==> config.mk <==
export PLATFORM = sky130hd
export DESIGN_NAME = clkdiv_field
export DESIGN_NICKNAME = d
export VERILOG_FILES = /design/src/rtl/clkdiv_pkg.sv /design/src/rtl/clkdiv_ctrl_reg.sv /design/src/rtl/clkdiv_decode.sv /design/src/rtl/clkdiv_counter.sv /design/src/rtl/clkdiv_field.sv
export SDC_FILE = /design/constraint.sdc
export NUM_CORES = 1
export LEC_CHECK = 0
export BUFFER_PORTS_ARGS = -buffer_cell sky130_fd_sc_hd__buf_4
export CAP_MARGIN = 20
export CORE_MARGIN = 2
export CORE_UTILIZATION = 45
export CTS_CLUSTER_SIZE = 28
export DETAILED_ROUTE_END_ITERATION = 10
export GPL_TIMING_DRIVEN = 0
export PLACE_DENSITY_LB_ADDON = 0.15
export REMOVE_ABC_BUFFERS = 1
export SLEW_MARGIN = 0
export SYNTH_ARGS = -nofsm -noshare
export SYNTH_HDL_FRONTEND = slang
export SYNTH_SLANG_ARGS = --single-unit
==> constraint.sdc <==
create_clock -name clk_i -period 3.2 [get_ports clk_i]
set_clock_uncertainty 0.1 [all_clocks]
set_input_delay 0.16 -clock clk_i [delete_from_list [all_inputs] [get_ports clk_i]]
set_output_delay 0.16 -clock clk_i [all_outputs]
set_load 0.05 [all_outputs]
==> src/rtl/clkdiv_pkg.sv <==
package clkdiv_pkg;
  typedef enum logic [1:0] {
    ENC_PLUS1 = 2'd0,
    ENC_RAW   = 2'd1,
    ENC_POW2  = 2'd2,
    ENC_TABLE = 2'd3
  } enc_mode_e;

  localparam int MASK_OFS = 16;
endpackage

==> src/rtl/clkdiv_ctrl_reg.sv <==
module clkdiv_ctrl_reg #(
  parameter int REG_W     = 32,
  parameter int SHIFT     = 4,
  parameter int WIDTH     = 3,
  parameter bit MASKED_WR = 1'b0
) (
  input  logic             clk_i,
  input  logic             rst_ni,
  input  logic             wr_en_i,
  input  logic [REG_W-1:0] wr_data_i,
  output logic [WIDTH-1:0] field_o
);
  import clkdiv_pkg::*;

  logic [WIDTH-1:0] field_q, field_d;
  logic             spare_unused;

  assign spare_unused = ^wr_data_i;

  generate
    if (MASKED_WR) begin : g_masked
      for (genvar b = 0; b < WIDTH; b++) begin : g_bit
        assign field_d[b] = wr_data_i[MASK_OFS+SHIFT+b] ? wr_data_i[SHIFT+b] : field_q[b];
      end
    end else begin : g_plain
      assign field_d = wr_data_i[SHIFT +: WIDTH];
    end
  endgenerate

  always_ff @(posedge clk_i) begin
    if (!rst_ni)      field_q <= '0;
    else if (wr_en_i) field_q <= field_d;
  end

  assign field_o = field_q;
endmodule

==> src/rtl/clkdiv_decode.sv <==
module clkdiv_decode #(
  parameter int                      WIDTH      = 3,
  parameter int                      DIV_W      = 4,
  parameter clkdiv_pkg::enc_mode_e   MODE       = clkdiv_pkg::ENC_PLUS1,
  parameter bit                      ALLOW_ZERO = 1'b0,
  parameter int                      TBL_N      = 4,
  parameter logic [TBL_N*WIDTH-1:0]  TBL_VAL    = '0,
  parameter logic [TBL_N*DIV_W-1:0]  TBL_DIV    = '0
) (
  input  logic [WIDTH-1:0] field_i,
  output logic [DIV_W-1:0] div_o,
  output logic             pass_o,
  output logic             bad_o
);
  import clkdiv_pkg::*;

  localparam logic [DIV_W-1:0] ONE = DIV_W'(1);

  logic [DIV_W-1:0] div_raw;
  logic             zero_pass;
  logic             invalid;

  generate
    if (MODE == ENC_PLUS1) begin : g_plus1
      always_comb begin
        div_raw   = DIV_W'(field_i) + ONE;
        zero_pass = 1'b0;
        invalid   = 1'b0;
      end
    end else if (MODE == ENC_RAW) begin : g_raw
      always_comb begin
        div_raw   = (field_i == '0) ? ONE : DIV_W'(field_i);
        zero_pass = (field_i == '0) && ALLOW_ZERO;
        invalid   = (field_i == '0) && !ALLOW_ZERO;
      end
    end else if (MODE == ENC_POW2) begin : g_pow2
      always_comb begin
        div_raw   = ONE << field_i;
        zero_pass = 1'b0;
        invalid   = 1'b0;
      end
    end else begin : g_table
      logic live, found;
      always_comb begin
        div_raw   = ONE;
        found     = 1'b0;
        live      = 1'b1;
        zero_pass = 1'b0;
        for (int i = 0; i < TBL_N; i++) begin
          if (TBL_DIV[i*DIV_W +: DIV_W] == '0) begin
            live = 1'b0;
          end else if (live && !found && (TBL_VAL[i*WIDTH +: WIDTH] == field_i)) begin
            found   = 1'b1;
            div_raw = TBL_DIV[i*DIV_W +: DIV_W];
          end
        end
        invalid = !found;
      end
    end
  endgenerate

  assign div_o  = div_raw;
  assign bad_o  = invalid;
  assign pass_o = !invalid && (zero_pass || (div_raw == ONE));
endmodule

==> src/rtl/clkdiv_counter.sv <==
module clkdiv_counter #(
  parameter int DIV_W     = 4,
  parameter bit RATE_GATE = 1'b0
) (
  input  logic             clk_i,
  input  logic             rst_ni,
  input  logic [DIV_W-1:0] new_div_i,
  input  logic             new_pass_i,
  input  logic             new_bad_i,
  output logic [DIV_W-1:0] cnt_o,
  output logic [DIV_W-1:0] act_div_o,
  output logic             act_pass_o,
  output logic             act_bad_o,
  output logic             gate_o,
  output logic             out_o
);
  localparam logic [DIV_W-1:0] ONE = DIV_W'(1);

  logic [DIV_W-1:0] cnt_q, cnt_d, div_q, div_d;
  logic             pass_q, pass_d, bad_q, bad_d, gate_q, gate_d, out_q, out_d;
  logic             at_end, differs;

  assign at_end  = pass_q | bad_q | (cnt_q == div_q - ONE);
  assign differs = (new_div_i != div_q) | (new_pass_i != pass_q) | (new_bad_i != bad_q);

  always_comb begin
    cnt_d  = cnt_q + ONE;
    div_d  = div_q;
    pass_d = pass_q;
    bad_d  = bad_q;
    gate_d = gate_q;
    if (at_end) begin
      cnt_d  = '0;
      div_d  = new_div_i;
      pass_d = new_pass_i;
      bad_d  = new_bad_i;
      gate_d = RATE_GATE && differs;
    end
    out_d = !pass_d && !bad_d && !gate_d && (cnt_d < (div_d >> 1));
  end

  always_ff @(posedge clk_i) begin
    if (!rst_ni) begin
      cnt_q  <= '0;
      div_q  <= ONE;
      pass_q <= 1'b0;
      bad_q  <= 1'b0;
      gate_q <= 1'b0;
      out_q  <= 1'b0;
    end else begin
      cnt_q  <= cnt_d;
      div_q  <= div_d;
      pass_q <= pass_d;
      bad_q  <= bad_d;
      gate_q <= gate_d;
      out_q  <= out_d;
    end
  end

  assign cnt_o      = cnt_q;
  assign act_div_o  = div_q;
  assign act_pass_o = pass_q;
  assign act_bad_o  = bad_q;
  assign gate_o     = gate_q;
  assign out_o      = out_q;
endmodule

==> src/rtl/clkdiv_field.sv <==
module clkdiv_field #(
  parameter int                    REG_W      = 32,
  parameter int                    SHIFT      = 4,
  parameter int                    WIDTH      = 3,
  parameter clkdiv_pkg::enc_mode_e MODE       = clkdiv_pkg::ENC_PLUS1,
  parameter bit                    ALLOW_ZERO = 1'b0,
  parameter bit                    MASKED_WR  = 1'b0,
  parameter bit                    RATE_GATE  = 1'b0,
  parameter int                    TBL_N      = 4,
  parameter int                    TDIV_W     = 8,
  parameter logic [TBL_N*WIDTH-1:0]  TBL_VAL  = {3'd5, 3'd3, 3'd1, 3'd0},
  parameter logic [TBL_N*TDIV_W-1:0] TBL_DIV  = {8'd0, 8'd5, 8'd3, 8'd2}
) (
  input  logic             clk_i,
  input  logic             rst_ni,
  input  logic             wr_en_i,
  input  logic [REG_W-1:0] wr_data_i,
  output logic             clk_o,
  output logic             err_o
);
  import clkdiv_pkg::*;

  localparam int DIV_W = (MODE == ENC_POW2)  ? (2 ** WIDTH) :
                         (MODE == ENC_TABLE) ? TDIV_W : (WIDTH + 1);

  logic [WIDTH-1:0] field;
  logic [DIV_W-1:0] new_div, act_div, cnt;
  logic             new_pass, new_bad, act_pass, act_bad, gate, out_q;

  clkdiv_ctrl_reg #(
    .REG_W(REG_W), .SHIFT(SHIFT), .WIDTH(WIDTH), .MASKED_WR(MASKED_WR)
  ) u_reg (
    .clk_i(clk_i), .rst_ni(rst_ni), .wr_en_i(wr_en_i),
    .wr_data_i(wr_data_i), .field_o(field)
  );

  clkdiv_decode #(
    .WIDTH(WIDTH), .DIV_W(DIV_W), .MODE(MODE), .ALLOW_ZERO(ALLOW_ZERO),
    .TBL_N(TBL_N), .TBL_VAL(TBL_VAL), .TBL_DIV(TBL_N*DIV_W'(0) + TBL_DIV)
  ) u_dec (
    .field_i(field), .div_o(new_div), .pass_o(new_pass), .bad_o(new_bad)
  );

  clkdiv_counter #(
    .DIV_W(DIV_W), .RATE_GATE(RATE_GATE)
  ) u_cnt (
    .clk_i(clk_i), .rst_ni(rst_ni),
    .new_div_i(new_div), .new_pass_i(new_pass), .new_bad_i(new_bad),
    .cnt_o(cnt), .act_div_o(act_div), .act_pass_o(act_pass),
    .act_bad_o(act_bad), .gate_o(gate), .out_o(out_q)
  );

  assign clk_o = (act_pass && !gate) ? clk_i : out_q;
  assign err_o = act_bad;
endmodule

==> results of run 1 <==
## worst paths after layout
| check | startpoint | to | slack [ns] | depth (start not counted) |
|---|---|---|---|---|
| max | u_cnt.act_div_o[0] | u_cnt.out_o | 0.41 | 10 |
| min | u_cnt.gate_o | u_cnt.gate_o | 0.40 | 1 |
| max reg2reg | u_cnt.act_div_o[0] | u_cnt.out_o | 0.41 | 10 |
| min reg2reg | u_cnt.gate_o | u_cnt.gate_o | 0.40 | 1 |
## kinds of logic (layout without fill, tap and decap cells)
group	count (synthesis)	in the layout	synth area share (%)
simple gates	30	30	20.2
flops	15	15	37.6
buf+inv	5	26	2.35
xor+xnor	8	8	10.5
compound gates	10	10	9.25
mux	8	8	10.2
fa+ha+maj	6	6	9.40
other cells	1	1	0.470
## per-stage QoR
step                      utilization [%]  setup slack (ns)
after floorplan                         -             0.703
after global placement               51.6             0.406
after detailed placement             51.6             0.400
after CTS                            58.7             0.358
after global routing                 58.7             0.168
final                                58.7             0.411
## cell usage after synthesis, types with 2 or more instances
master | n | area share (%)
sky130_fd_sc_hd__a211oi_1 | 2 | 1.9
sky130_fd_sc_hd__nor3_1 | 2 | 1.3
sky130_fd_sc_hd__xnor2_1 | 4 | 4.4
sky130_fd_sc_hd__and3_1 | 5 | 3.9
sky130_fd_sc_hd__xor2_1 | 3 | 3.3
sky130_fd_sc_hd__inv_1 | 4 | 1.9
sky130_fd_sc_hd__ha_1 | 6 | 9.4
sky130_fd_sc_hd__a21oi_1 | 3 | 1.9
sky130_fd_sc_hd__nor2_1 | 11 | 5.2
sky130_fd_sc_hd__nand3_1 | 3 | 1.9
sky130_fd_sc_hd__mux2i_1 | 7 | 8.8
sky130_fd_sc_hd__dfxtp_1 | 15 | 38
## layout make-up
cell class	count	area [µm²]	area share, %
Multi-Input combinational cell	63	479	48.4
Sequential cell	15	300	30.3
Timing Repair Buffer	13	115	11.6
Clock buffer	8	56.3	5.68
Tap cell	17	21.3	2.15
Inverter	5	18.8	1.89
## layer usage
metal / up-vias / share of wire, % / global-route usage [%]
li1: 328 / - / -
met1: 289 / 49 / 22.2
met2: 10 / 46 / 27.2
met3: 2 / 3.3 / 7.45
met4: 0 / 1.3 / 8.00
met5: - / 0 / 0
## where the power goes
group / switching, mW / internal, mW / leakage (nW)
Clock: 0.0885 / 0.100 / 0.0392
Combinational: 0.0498 / 0.0459 / 0.302
Sequential: 0.0106 / 0.197 / 0.123
## worst register-to-register path: stages, from the launching register on
cell and delay, ns:
sky130_fd_sc_hd__dfxtp_1 0.40, sky130_fd_sc_hd__inv_1 0.06, sky130_fd_sc_hd__ha_1 0.30, sky130_fd_sc_hd__xor2_1 0.18, sky130_fd_sc_hd__nand3_2 0.13, sky130_fd_sc_hd__o21ai_2 0.37, sky130_fd_sc_hd__mux2i_1 0.18, sky130_fd_sc_hd__ha_1 0.24
sky130_fd_sc_hd__nor4b_1 0.32, sky130_fd_sc_hd__a21oi_1 0.09, sky130_fd_sc_hd__a2111oi_2 0.30
## state kept, by name, indices dropped and copies added (netlist names)
name and flops:
u_cnt.act_bad_o 1, u_cnt.act_div_o 4, u_cnt.act_pass_o 1, u_cnt.cnt_o 4, u_cnt.gate_o 1, u_cnt.out_o 1, u_reg.field_o 3
==> Flow_metrics.wiki, run 1 <==
{| class="wikitable"
! Metric !! Value
|-
| Worst hold slack || 0.403 ns
|-
| Crit. End Element || register
|-
| Result of the run || completed
|-
| Post-CTS Hold Buffers || 7
|-
| Distinct cells, synth || 30
|-
| Synthesis-stage register bit count || 15
|-
| Arrival @ worst endpoint || around 3 ns
|-
| Setup Fix Bufs, Post-CTS || 0
|-
| Clock-pin transition on the worst setup and hold timing paths || around 0.080 ns
|-
| Number of global-route vias before repair || 677
|-
| Floorplan Core Area || roughly 0.0017 mm²
|-
| Final antenna-violating net count || 0
|-
| Overall via count from detail_route || 629
|-
| Global-route wire length before repair || 2680 µm
|-
| P&R area growth vs syn || 24.1%
|-
| Worst voltage drop across the vdd grid || 0.331 mV
|-
| Total number of nets in the final design || ~150
|-
| Critical path buffers and inverters || 1
|-
| Worst setup path class || reg -> reg
|-
| Final period utilization || 87.2%
|-
| Post-DR vias/cell || 5.20
|-
| Power density over cell area || 497 mW/mm²
|-
| Dpl cell area || roughly 870 µm²
|-
| Max_cap viols || 0
|-
| Number of fill cells in the layout || between 150 and 200
|-
| Worst min-delay path category || reg -> reg
|-
| Final count of hold timing violations || 0
|-
| Die Footprint || roughly 0.0021 mm²
|-
| Shortest period the worst path allows || 2.79 ns
|-
| Clock insertion delay at the later pin of the skew report || 0.39 ns
|-
| CP max FO || 7
|-
| Cell area after technology mapping || approximately 800 µm²
|-
| Mean post-synth cell area || 9.62 µm²
|-
| Die Y-Extent || 46.1 µm
|-
| Row count || 15
|-
| Final setup violating endpoints || 0
|-
| Proportion of register bits with asynchronous set or reset after synthesis || 0%
|-
| DPL Wire Length || between 1000 and 1500 µm
|-
| Diode insertion count for antenna repair || 0
|-
| Longest individual stage delay on the worst path || roughly 0.4 ns
|-
| Fraction of layout cells with a size suffix above 1 || 17.3%
|-
| Ports placed on the boundary || 37
|-
| Clock tree from TritonCTS || built
|-
| Remaining DRCs || 0
|-
| Most common cell after layout, fill and taps aside || sky130_fd_sc_hd__dfxtp_1
|-
| EDFF count, synth || 0
|-
| Horizontal extent of the die || 46.1 µm
|-
| Gp weighted congestion || 0.884
|-
| Cells traversed along the worst timing path || inv_1, ha_1, xor2_1, nand3_2, o21ai_2, mux2i_1, ha_1, nor4b_1, a21oi_1, a2111oi_2
|-
| Total of buffers placed on input and output ports || 7
|-
| Setup repair after global routing missed its margin || false
|-
| Final instance area || a little under 0.001 mm²
|-
| Gate count after technology mapping || 83
|-
| TritonRoute pass-1 iters || 4
|-
| Routed wire length per instance || 12.7 µm
|-
| Number of antenna violations at the first check in global routing || 0
|-
| Post-layout instance count excluding filler cells || 121
|-
| Overall power of the completed layout || roughly 0.49 mW
|-
| Overflow left after global routing || 0
|-
| Number of warning messages in the yosys log || 0
|-
| Proportion of synthesized chip area in sequential cells || a little under two fifths
|-
| Most used flip-flop cell after synthesis || sky130_fd_sc_hd__dfxtp_1
|-
| Cell leakage power || 0.464 nW
|-
| Global-route usage over all layers || a little under a fifth
|-
| Commonest cells after routing, fill and taps aside || sky130_fd_sc_hd__dfxtp_1, sky130_fd_sc_hd__nor2_1, sky130_fd_sc_hd__mux2i_1, sky130_fd_sc_hd__dlygate4sd3_1, sky130_fd_sc_hd__buf_4
|-
| Starting utilization of the core area || between 40% and 50%
|-
| Startpoint types || register
|-
| Most numerous cell on the critical path || sky130_fd_sc_hd__ha_1
|-
| Largest net degree at the start of global routing || 10
|-
| Cells resized by post-CTS repair || 0
|-
| Worst endpoint required time || roughly 3.4 ns
|-
| Number of instances in the placed design || about 110
|-
| Top cell family by delay on the critical path || compound AO/OA/AOI/OAI gates
|-
| Final setup TNS || 0 ns
|-
| Slowest CP cell || sky130_fd_sc_hd__dfxtp_1
|-
| Starting DRT DRC Count || 2
|-
| Total count of max-transition violations in the final report || 0
|-
| Achievable frequency || between 0.3 and 0.4 GHz
|-
| Wirelength, routed || approximately 1500 µm
|}
Note: power is estimated with default switching activity, not from simulation.
==> run 2: changes to the inputs <==
PLACE_DENSITY = 0.78   (was default)
PLACE_DENSITY_LB_ADDON = default   (was 0.15)
==> run 2 against run 1 <==
- global-route usage is 0.39 points higher
- utilization is 0.074 points higher
- worst hold slack hardly changed
==> Flow_metrics.wiki, run 2 (same netlist as run 1, synthesis figures left out) <==
{| class="wikitable"
! Metric !! Value
|-
| Setup repair after global routing missed its margin || false (unchanged)
|-
| Result of the run || completed (unchanged)
|-
| CP max FO || 7 (unchanged)
|-
| Number of antenna violations at the first check in global routing || 0 (unchanged)
|-
| Placement-stage worst setup slack || 0.365 ns (was 0.400 ns)
|-
| Final count of hold timing violations || 0 (unchanged)
|-
| Arrival @ worst endpoint || 3.00 ns (was 2.98 ns)
|-
| Die Footprint || 0.00213 mm² (unchanged)
|-
| Cell leakage power || 0.467 nW (was 0.464 nW)
|-
| Diode insertion count for antenna repair || 0 (unchanged)
|-
| Final period utilization || 87.3% (was 87.2%)
|-
| Overflow left after global routing || 0 (unchanged)
|-
| Worst voltage drop across the vdd grid || 0.413 mV (was 0.331 mV)
|-
| Number of logic stages on the critical path including buffering || 10 (unchanged)
|-
| TritonRoute pass-1 iters || 4 (unchanged)
|-
| Most numerous cell on the critical path || sky130_fd_sc_hd__ha_1 (unchanged)
|-
| Fraction of layout cells with a size suffix above 1 || 18.3% (was 17.3%)
|-
| Minimum setup slack in the final design || 0.405 ns (was 0.411 ns)
|-
| Max_cap viols || 0 (unchanged)
|-
| Starting DRT DRC Count || 6 (was 2)
|-
| Final instance area || 992 µm² (was 991 µm²)
|-
| Number of global-route vias before repair || 596 (was 677)
|-
| DPL Wire Length || 1120 µm (was 1090 µm)
|-
| Area taken by flip-flops and latches || 300 µm² (unchanged)
|-
| Startpoint types || register (unchanged)
|-
| Global-route wire length before repair || 2500 µm (was 2680 µm)
|-
| Shortest period the worst path allows || 2.79 ns (about the same)
|-
| Crit. End Element || register (unchanged)
|-
| Clock insertion delay at the later pin of the skew report || 0.41 ns (was 0.39 ns)
|-
| Clock-pin transition on the worst setup and hold timing paths || 0.09 ns (was 0.08 ns)
|-
| Number of fill cells in the layout || 143 (was 158)
|-
| Wirelength, routed || 1530 µm (was 1540 µm)
|-
| Longest individual stage delay on the worst path || 0.42 ns (was 0.40 ns)
|-
| Total of buffers placed on input and output ports || 7 (unchanged)
|-
| Dpl cell area || 872 µm² (unchanged)
|-
| Setup Fix Bufs, Post-CTS || 0 (unchanged)
|-
| Hold Path Cell Cnt || 1 (unchanged)
|-
| Final antenna-violating net count || 0 (unchanged)
|-
| Global-route usage over all layers || 18.4% (was 18.0%)
|-
| Most common cell after layout, fill and taps aside || sky130_fd_sc_hd__dfxtp_1 (unchanged)
|-
| Horizontal extent of the die || 46.1 µm (unchanged)
|-
| Final setup TNS || 0 ns (unchanged)
|-
| Total count of max-transition violations in the final report || 0 (unchanged)
|-
| R2R depth || 10 (unchanged)
|-
| Post-CTS Hold Buffers || 7 (unchanged)
|-
| Post-DR vias/cell || 5.38 (was 5.20)
|-
| Worst hold slack || 0.403 ns (about the same)
|-
| Ports placed on the boundary || 37 (unchanged)
|-
| Row count || 15 (unchanged)
|-
| Starting utilization of the core area || 47.3% (unchanged)
|-
| Slowest CP cell || sky130_fd_sc_hd__dfxtp_1 (unchanged)
|-
| Worst reg2reg setup slack || 0.41 ns (about the same)
|-
| Total area of multi-input combinational cells || 479 µm² (unchanged)
|-
| Die Y-Extent || 46.1 µm (unchanged)
|-
| Top cell family by delay on the critical path || compound AO/OA/AOI/OAI gates (unchanged)
|-
| Clock tree from TritonCTS || built (unchanged)
|-
| Floorplan Core Area || 0.00169 mm² (unchanged)
|-
| Worst min-delay path category || reg -> reg (unchanged)
|-
| Total number of nets in the final design || 146 (unchanged)
|-
| Commonest cells after routing, fill and taps aside || sky130_fd_sc_hd__dfxtp_1, sky130_fd_sc_hd__nor2_1, sky130_fd_sc_hd__mux2i_1, sky130_fd_sc_hd__dlygate4sd3_1, sky130_fd_sc_hd__buf_4 (unchanged)
|-
| Routed wire length per instance || 12.6 µm (was 12.7 µm)
|-
| Critical path buffers and inverters || 1 (unchanged)
|-
| Remaining DRCs || 0 (unchanged)
|-
| Achievable frequency || 0.358 GHz (was 0.359 GHz)
|-
| Cells resized by post-CTS repair || 0 (unchanged)
|-
| Overall via count from detail_route || 651 (was 629)
|-
| Worst setup path class || reg -> reg (unchanged)
|-
| Worst endpoint required time || 3.41 ns (was 3.39 ns)
|-
| Cells traversed along the worst timing path || inv_1, ha_1, xor2_1, nand3_2, o21ai_2, mux2i_1, ha_1, a21oi_1, nor2b_1, a2111oi_2 (was inv_1, ha_1, xor2_1, nand3_2, o21ai_2, mux2i_1, ha_1, nor4b_1, a21oi_1, a2111oi_2)
|-
| Gp weighted congestion || 0.858 (was 0.884)
|-
| Power density over cell area || 502 mW/mm² (was 497 mW/mm²)
|-
| Largest net degree at the start of global routing || 10 (unchanged)
|-
| Final setup violating endpoints || 0 (unchanged)
|-
| P&R area growth vs syn || 24.3% (was 24.1%)
|}
==> run 2: cell count changes in the layout (fill, tap and decap cells not counted) <==
cell	delta
sky130_fd_sc_hd__clkbuf_1	-1
sky130_fd_sc_hd__clkinv_2	+1
==> run 2: layer usage <==
metal | global-route usage, % | routed length, µm | vias to the layer above
li1 | - | - | 336
met1 | 19.8 | 721 | 295
met2 | 25.0 | 690 | 15
met3 | 7.45 | 52 | 5
met4 | 21.1 | 63 | 0
met5 | 0 | 0 | -
==> run 2: layout make-up <==
type	instances	share of cell area [%]
clock buffers	7	5.30
clock inverters	1	0.504
inverters	5	1.89
multi-input cells	63	48.3
flip-flops and latches	15	30.3
well taps	17	2.14
repair buffers	13	11.6
==> run 2: through the flow <==
stage	std cells	utilization, %	power [mW]
after floorplan	83	-	0.303
after global routing	121	58.7	0.529
after global placement	107	51.6	0.329
final	121	58.7	0.498
after CTS	121	58.7	0.504
after detailed placement	107	51.6	0.332
==> run 2: final timing paths <==
check	from	end
worst max-delay path	u_cnt.act_div_o[0]	u_cnt.out_o
worst min-delay path	u_cnt.gate_o	u_cnt.gate_o
worst max register to register	u_cnt.act_div_o[0]	u_cnt.out_o
worst min register to register	u_cnt.gate_o	u_cnt.gate_o
==> run 2: power breakdown <==
part | switching [mW] | internal (mW) | total, mW
Combinational | 0.0495 | 0.0458 | 0.0953
Sequential | 0.0108 | 0.197 | 0.208
Clock | 0.0955 | 0.0987 | 0.194
Total | 0.156 | 0.342 | 0.498
